$ cat src/rtl/priv_trap_pkg.sv
package priv_trap_pkg;
  localparam int PRIV_W  = 2;
  localparam int KIND_W  = 2;
  localparam int CAUSE_W = 5;
  localparam logic [CAUSE_W-1:0] CAUSE_ILLEGAL = CAUSE_W'(2);
  localparam logic [CAUSE_W-1:0] CAUSE_VIRTUAL = CAUSE_W'(22);

  localparam logic [PRIV_W-1:0] PRIV_USER    = 2'd0;
  localparam logic [PRIV_W-1:0] PRIV_SUPER   = 2'd1;
  localparam logic [PRIV_W-1:0] PRIV_MACHINE = 2'd3;

  typedef enum logic [KIND_W-1:0] {
    KIND_WAIT   = 2'd0,
    KIND_SFENCE = 2'd1,
    KIND_HVVMA  = 2'd2,
    KIND_HGVMA  = 2'd3
  } instrKind_t;

  typedef struct packed {
    logic fire;
    logic illegal;
    logic virtFault;
    logic halt;
    logic flush;
  } trapStrobes_t;
endpackage

$ cat src/rtl/priv_trap_ctrl.sv
module priv_trap_ctrl
  import priv_trap_pkg::*;
(
  input  logic              clk,
  input  logic              rstN,
  input  logic              reqValid,
  input  logic [KIND_W-1:0] reqKind,
  input  logic [PRIV_W-1:0] curPriv,
  input  logic              virtOn,
  input  logic              sExtPresent,
  input  logic              waitTrapBit,
  input  logic              vmTrapBit,
  input  logic              vWaitTrapBit,
  input  logic              vVmTrapBit,
  output trapStrobes_t      strobes
);
  logic isUser, isSuper, isMachine;
  logic waitIll, waitVirt;
  logic sfIll, sfVirt;
  logic hvIll, hvVirt;
  logic hgPreIll;
  logic pickIll, pickVirt;

  assign isUser    = (curPriv == PRIV_USER);
  assign isSuper   = (curPriv == PRIV_SUPER);
  assign isMachine = (curPriv == PRIV_MACHINE);

  always_comb begin
    // wait: machine-level interception checked before the hypervisor one
    waitIll  = ((isSuper || (!sExtPresent && isUser)) && waitTrapBit) ||
               (sExtPresent && isUser && !virtOn);
    waitVirt = virtOn && (isUser || (isSuper && vWaitTrapBit));
    // supervisor fence
    sfIll    = !virtOn && (isUser || (isSuper && vmTrapBit));
    sfVirt   = virtOn && (isUser || vVmTrapBit);
    // hypervisor fences
    hvVirt   = virtOn;
    hvIll    = !(isMachine || (isSuper && !virtOn));
    hgPreIll = isSuper && !virtOn && vmTrapBit;

    pickIll  = 1'b0;
    pickVirt = 1'b0;
    unique case (instrKind_t'(reqKind))
      KIND_WAIT: begin
        pickIll  = waitIll;
        pickVirt = !waitIll && waitVirt;
      end
      KIND_SFENCE: begin
        pickIll  = sfIll;
        pickVirt = !sfIll && sfVirt;
      end
      KIND_HVVMA: begin
        pickVirt = hvVirt;
        pickIll  = !hvVirt && hvIll;
      end
      KIND_HGVMA: begin
        pickIll  = hgPreIll || (!hvVirt && hvIll);
        pickVirt = !hgPreIll && hvVirt;
      end
      default: ;
    endcase

    strobes.fire      = reqValid;
    strobes.illegal   = reqValid && pickIll;
    strobes.virtFault = reqValid && pickVirt;
    strobes.halt      = reqValid && !pickIll && !pickVirt &&
                        (reqKind == KIND_WAIT);
    strobes.flush     = reqValid && !pickIll && !pickVirt &&
                        (reqKind != KIND_WAIT);
  end

  // a guest-virtual fence under virtualization never escapes the fault
  assert_hvvma_virt_R8: assert property (@(posedge clk) disable iff (!rstN)
    (reqValid && reqKind == KIND_HVVMA && virtOn) |-> strobes.virtFault);

  // machine-level memory trap wins over everything for guest-physical fence
  assert_hgvma_pre_R9: assert property (@(posedge clk) disable iff (!rstN)
    (reqValid && reqKind == KIND_HGVMA && isSuper && !virtOn && vmTrapBit)
      |-> (strobes.illegal && !strobes.flush));

  // machine privilege wait without virtualization always halts
  assert_wait_machine_R6: assert property (@(posedge clk) disable iff (!rstN)
    (reqValid && reqKind == KIND_WAIT && isMachine && !virtOn) |-> strobes.halt);
endmodule

$ cat src/rtl/priv_trap_datapath.sv
module priv_trap_datapath
  import priv_trap_pkg::*;
(
  input  logic               clk,
  input  logic               rstN,
  input  trapStrobes_t       strobes,
  output logic               outValid,
  output logic               raiseIllegal,
  output logic               raiseVirtual,
  output logic               doHalt,
  output logic               doFlush,
  output logic [CAUSE_W-1:0] causeCode
);
  logic [CAUSE_W-1:0] nextCause;

  always_comb begin
    nextCause = '0;
    if (strobes.illegal)        nextCause = CAUSE_ILLEGAL;
    else if (strobes.virtFault) nextCause = CAUSE_VIRTUAL;
  end

  always_ff @(posedge clk) begin
    if (!rstN) begin
      outValid     <= 1'b0;
      raiseIllegal <= 1'b0;
      raiseVirtual <= 1'b0;
      doHalt       <= 1'b0;
      doFlush      <= 1'b0;
      causeCode    <= '0;
    end else begin
      outValid     <= strobes.fire;
      raiseIllegal <= strobes.illegal;
      raiseVirtual <= strobes.virtFault;
      doHalt       <= strobes.halt;
      doFlush      <= strobes.flush;
      causeCode    <= nextCause;
    end
  end

  assert_one_outcome_R3: assert property (@(posedge clk) disable iff (!rstN)
    outValid |-> $onehot({raiseIllegal, raiseVirtual, doHalt, doFlush}));

  assert_quiet_idle_R3: assert property (@(posedge clk) disable iff (!rstN)
    !outValid |-> ({raiseIllegal, raiseVirtual, doHalt, doFlush} == 4'b0000));

  assert_cause_match_R4: assert property (@(posedge clk) disable iff (!rstN)
    (outValid && raiseVirtual) |-> (causeCode == CAUSE_VIRTUAL));

  assert_cause_illegal_R4: assert property (@(posedge clk) disable iff (!rstN)
    (outValid && raiseIllegal) |-> (causeCode == CAUSE_ILLEGAL));

  assert_strobe_follows_R2: assert property (@(posedge clk) disable iff (!rstN)
    strobes.fire |=> outValid);
endmodule

$ cat src/rtl/priv_trap_decide.sv
module priv_trap_decide
  import priv_trap_pkg::*;
(
  input  logic               clk,
  input  logic               rstN,
  input  logic               reqValid,
  input  logic [KIND_W-1:0]  reqKind,
  input  logic [PRIV_W-1:0]  curPriv,
  input  logic               virtOn,
  input  logic               sExtPresent,
  input  logic               waitTrapBit,
  input  logic               vmTrapBit,
  input  logic               vWaitTrapBit,
  input  logic               vVmTrapBit,
  output logic               outValid,
  output logic               raiseIllegal,
  output logic               raiseVirtual,
  output logic               doHalt,
  output logic               doFlush,
  output logic [CAUSE_W-1:0] causeCode
);
  trapStrobes_t strobes;

  priv_trap_ctrl uCtrl (
    .clk(clk), .rstN(rstN), .reqValid(reqValid), .reqKind(reqKind),
    .curPriv(curPriv), .virtOn(virtOn), .sExtPresent(sExtPresent),
    .waitTrapBit(waitTrapBit), .vmTrapBit(vmTrapBit),
    .vWaitTrapBit(vWaitTrapBit), .vVmTrapBit(vVmTrapBit),
    .strobes(strobes)
  );

  priv_trap_datapath uPath (
    .clk(clk), .rstN(rstN), .strobes(strobes),
    .outValid(outValid), .raiseIllegal(raiseIllegal),
    .raiseVirtual(raiseVirtual), .doHalt(doHalt), .doFlush(doFlush),
    .causeCode(causeCode)
  );
endmodule

$ cat config.mk
export PLATFORM = sky130hd
export DESIGN_NAME = priv_trap_decide
export DESIGN_NICKNAME = d
export VERILOG_FILES = /design/src/rtl/priv_trap_pkg.sv /design/src/rtl/priv_trap_ctrl.sv /design/src/rtl/priv_trap_datapath.sv /design/src/rtl/priv_trap_decide.sv
export SDC_FILE = /design/constraint.sdc
export NUM_CORES = 1
export LEC_CHECK = 0
export BUFFER_PORTS_ARGS = -buffer_cell sky130_fd_sc_hd__buf_2
export CORE_AREA = 10 10 47 49
export CTS_BUF_LIST = sky130_fd_sc_hd__clkbuf_16
export DETAILED_ROUTE_END_ITERATION = 7
export DIE_AREA = 0 0 57 59
export PLACE_DENSITY_LB_ADDON = 0.12
export SLEW_MARGIN = 10
export SYNTH_ARGS = -nofsm -noshare
export SYNTH_HDL_FRONTEND = slang
export SYNTH_SLANG_ARGS = --single-unit
$ cat constraint.sdc
create_clock -name clk -period 1.3 [get_ports clk]
set_input_delay 0 -clock clk [delete_from_list [all_inputs] [get_ports clk]]
set_output_delay 0 -clock clk [all_outputs]
set_load 0.02 [all_outputs]
Yosys cells after proc, flatten, opt, wreduce, memory -nomap -nowiden

Cells that the tools add are included.

Add/subtract/negate cells: 0
Multipliers: 0
Divide/modulo/power cells: 0
$lt $le $gt $ge: 0
Equal/unequal tests: 5
Shifts and indexed selects: 0
Mux-type cells: 4
Bitwise operators: 1
Reduce and logical (&&, ||, !) cells: 40

Operators by type and width:

| cell                                                | count |
|---|---|
| logical AND 1 bit                                   | 21 |
| logical NOT 1 bit                                   | 8 |
| case mux 1 bit (4 select lines)                     | 2 |
| logical OR 1 bit                                    | 7 |
| equality test 2 bit, second input constant          | 3 |
| two-way mux 5 bit                                   | 1 |
| equality test 2 x 1 -> 1 bit, second input constant | 2 |
| logical NOT 2 bit                                   | 2 |
| two-way mux 2 bit                                   | 1 |
| nonzero test 2 bit                                  | 1 |
| OR reduction 2 bit                                  | 1 |
| NOT 1 bit                                           | 1 |

Register bits: 10
Bits in latches: 0
RAM bits: 0
Bits in read-only memories: 0
Output and inout bits: 10
Logic and storage cells: 57
Memories: 0

Depth between registers and ports, before layout

Word-level depth: 11
Gate-level depth with buffers: 4
Mapped depth without buffers: 4

Modules after synthesis

A second synthesis with hierarchy kept.

Cells, all modules: 39
Area total of the unflattened synthesis: 366.6 um^2

By module, submodules not included:

| module             | instances | cells an instance | area each (um^2) | sequential area each (um^2) |
|---|---|---|---|---|
| priv_trap_datapath | 1         | 18                | 220.2            | 140.1 |
| priv_trap_ctrl     | 1         | 21                | 146.4            | 0.0 |

Least setup slack after synthesis

Ideal clock, no wire load.

Path type: input -> register
Start point: input vmTrapBit
End point: register uPath.doHalt
Arrival time: 856 ps
Required time: 1,208 ps
Setup slack: 352 ps
Cell stages on the path: 4
Path buffers: 0
Cells stage by stage: nand2b_1 a32o_2 a211o_1 nor4_1

Cells in the longest elaborated chain, start to end: 9
Elaborated cells between the ends (all ways): 16

Ends and longest elaborated chain:

| what                              | RTL line                 | source |
|---|---|---|
| start: declaration                | priv_trap_decide.sv:12   | `input logic vmTrapBit,` |
| logical AND 1 bit                 | priv_trap_ctrl.sv:34     | `sfIll = !virtOn && (isUser \|\| (isSuper && vmTrapBit));` |
| logical OR 1 bit                  | priv_trap_ctrl.sv:34     |  |
| logical AND 1 bit                 | priv_trap_ctrl.sv:34     |  |
| logical NOT 1 bit                 | priv_trap_ctrl.sv:50     | `pickVirt = !sfIll && sfVirt;` |
| logical AND 1 bit                 | priv_trap_ctrl.sv:50     |  |
| case mux 1 bit (4 select lines)   | priv_trap_ctrl.sv:43     | `unique case (instrKind_t'(reqKind))` |
| logical NOT 1 bit                 | priv_trap_ctrl.sv:66     | `strobes.halt = reqValid && !pickIll && !pickVirt &&` |
| logical AND 1 bit * (2 in series) | priv_trap_ctrl.sv:66     |  |
| end signal: assignment            | priv_trap_datapath.sv:34 | `doHalt <= strobes.halt;` |
| end: declaration                  | priv_trap_datapath.sv:10 | `output logic doHalt,` |

Every way passes the cells marked *; elsewhere a longest branch is shown, timed or not.
A chain may end at the register's enable or synchronous reset.

Worst setup path in the final report

Same ends and word-level chain as after synthesis.

==> run_results.csv <==
group,metric,value,unit
cts,cts_max_level,1,
power,internal_power,0.6639,mW
placement,portBuffers,20,
finish,multi_input_area,130.1,um^2
timing,rsz0062_at_grt,"false",
floorplanning,dieArea,3363,um^2
logic_synthesis,synth_warnings,0,
worst_setup_path,critPathRequiredTime,1.43,ns
global_routing,grt_usage,4.941,%
power,seqPwrFrac,27.5,%
power,p_switching,0.1630,mW
outcome,status,"complete, no violations",
placement,gp_congestion,0.7180,
cts,numCtsBuffers,3,
power,combinationalPowerShare,11.1,%
timing,finalHoldViolCount,0,
timing,hold_ws,0.04949,ns
global_routing,grt_max_degree,6,
floorplanning,core_area,1401,um^2
finish,seqCellArea,140.1,um^2
logic_synthesis,syn_avg_cell_area,8.446,um^2
logic_synthesis,synth.area.top_cells,"dfxtp_1 46%, buf_4 7.4%, nor2_1 6.2%",
min_path,hold_path.class,"input pin to flop",
worst_setup_path,critPathCapture,"uPath.doHalt",
route,wl_per_cell,10.96,um
power,peakVddDrop,426.2,uV
cts,postCtsSetupRepairBufs,0,
logic_synthesis,synth_area_leader_cell,"dfxtp_1",
route,vias_per_cell,4.158,
timing,tns,0,ns
route,num_vias,316,
cts,path_clk_slew,0.03,ns
floorplanning,die_w,57,um
route,antenna_left,0,
logic_synthesis,synth.distinct_cells,18,
floorplanning,start_util,21.70,%
placement,hpwl,696.3,um
flow_run,drv_cap,0,
timing,min_period_over_period,67.55,%
timing,drv_slew,0,
floorplanning,die-height,59,um
worst_setup_path,setup.worst_path.start,"vmTrapBit",
global_routing,grt-ovfl-total,0,
placement,dp.cells,70,
finish,drive_above_1_share,41.67,%
worst_setup_path,worstSetupEndpointType,"flop",
power,leakagePower,0.2702,nW
route,dr.pass1.iters,3,
logic_synthesis,syn-cell-area,304.0,um^2
finish,fillCellCount,161,
logic_synthesis,synth_seq_area_share,46.09,%
global_routing,grt_pass1_vias,301,
cts,cts.sinks,7,
worst_setup_path,startpoint_type,"input pin",
power,clkPwrFrac,61.4,%
worst_setup_path,cp_max_fo,2,
finish,fin_cells,76,
route,wirelength,833,um
timing,setup_viol,0,
worst_setup_path,arrival,1.01,ns
finish,antennaDiodeCount,0,
global_routing,antenna_found_initial,0,
logic_synthesis,syn_inst,36,
floorplanning,num_rows,14,
worst_setup_path,criticalPathCategory,"input pin to flop",
finish,syn2layout_area_growth,65.84,%
route,route.detailed.drc,0,
logic_synthesis,synth_top_area_share,46.09,%
floorplanning,ioPinCount,23,
global_routing,grt_first_pass_wirelength,1228,um
cts,cts_root_buf,"clkbuf_16",
timing,period_minus_slack,0.8781,ns
finish,num-nets-final,74,
timing,fmax,1.139,GHz
cts,cts_buffer_depth,2,
finish,final_util,35.98,%
power,power.density,1640,nW/um^2
logic_synthesis,ys_seq_elements,7,
power,swShare,19.71,%
cts,cts_tree,"built",
route,first_iter_violations,2,
## state kept, by name (all words and copies together), names as in the netlist
| register | count |
|---|---|
| uPath.causeCode | 2 |
| uPath.doFlush | 1 |
| uPath.doHalt | 1 |
| uPath.outValid | 1 |
| uPath.raiseIllegal | 1 |
| uPath.raiseVirtual | 1 |
## stage by stage
stage | setup slack [ns] | power [mW] | instance area [um^2]
2_1_floorplan | 0.3524 | 0.2873 | 307.8
3_3_place_gp | 0.1500 | 0.3195 | 405.4
3_5_place_dp | 0.1754 | 0.3186 | 405.4
4_1_cts | 0.4001 | 0.8389 | 504.2
5_1_grt | 0.3381 | 0.8571 | 504.2
6_report | 0.4219 | 0.8269 | 504.2
## cells in the mapped netlist
cell type  instances
a211oi_1           1
nand3b_1           1
nand2_1            3
o2111ai_1          1
and2b_2            1
buf_4              3
conb_1             1
a211o_1            1
a21oi_1            2
nor3_1             1
nor4_1             1
a31oi_1            1
nor2_1             5
inv_1              3
clkinv_1           1
a32o_2             1
dfxtp_1            7
nand2b_1           2
## worst max-delay path: stages
cell and delay, ns:
buf_2 0.09, nand2b_1 0.13, a32o_2 0.27, a211o_1 0.30, nor4_1 0.22
## per-layer routing
metal | up-vias | routed length [um] | global-route usage (%)
met5 | - | 0 | 0
met4 | 0 | 30 | 8.054
met3 | 2 | 120 | 3.433
met2 | 19 | 297 | 5.116
met1 | 130 | 384 | 4.910
li1 | 165 | - | -
## timing repair
item / CTS / global route
hold buffers: 2 / 0
hold endpoints to repair: 1 / 0
resized for setup: 0 / 0
## power groups by stage
stage / combinational [mW] / clock (mW) / sequential (mW)
after floorplan: 0.0440 / 0 / 0.243
after detailed placement: 0.0881 / 0 / 0.231
final: 0.0921 / 0.508 / 0.227
after global routing: 0.101 / 0.529 / 0.228
after global placement: 0.0891 / 0 / 0.230
after CTS: 0.0929 / 0.519 / 0.227
## cells by family after synthesis
kind of cell | Yosys count | synth area share [%]
AND/OR/NAND/NOR | 14 | 23.05
other | 1 | 1.233
flip-flops | 7 | 46.09
AO/OA/AOI/OAI | 7 | 17.29
buffers and inverters | 7 | 12.34
## cells in the final DEF (no fill, tap or decap)
cell	synthesis	layout
a211o_1	1	1
conb_1	1	2
and2b_2	1	1
nor2_1	5	5
inv_1	3	4
o2111ai_1	1	1
a31oi_1	1	1
nand3b_1	1	1
buf_2	0	20
a32o_2	1	1
a21oi_1	2	2
clkinv_1	1	1
nand2_1	3	3
nor3_1	1	1
dfxtp_1	7	7
a211oi_1	1	1
nor4_1	1	1
clkbuf_16	0	3
nand2b_1	2	2
dlygate4sd3_1	0	2
## worst min path at each step
stage | slack [ns] | endpoint | cells past startpoint | from
global placement | 0.24 | uPath.doHalt | 2 | reqKind[1]
floorplan | 0.08 | uPath.doHalt | 1 | reqKind[1]
finish | 0.05 | uPath.outValid | 3 | rstN
global route | 0.09 | uPath.outValid | 3 | rstN
CTS | 0.06 | uPath.outValid | 3 | rstN
detailed placement | 0.23 | uPath.doHalt | 2 | reqKind[1]
## cell type report
cell class,instances,area share [%]
inverters,4,2.978
clock buffers,3,14.89
repair buffers,22,23.82
multi-input cells,23,25.81
well taps,16,3.970
clock inverters,1,0.7444
flip-flops and latches,7,27.79
Note: power is estimated with default switching activity, not from simulation.
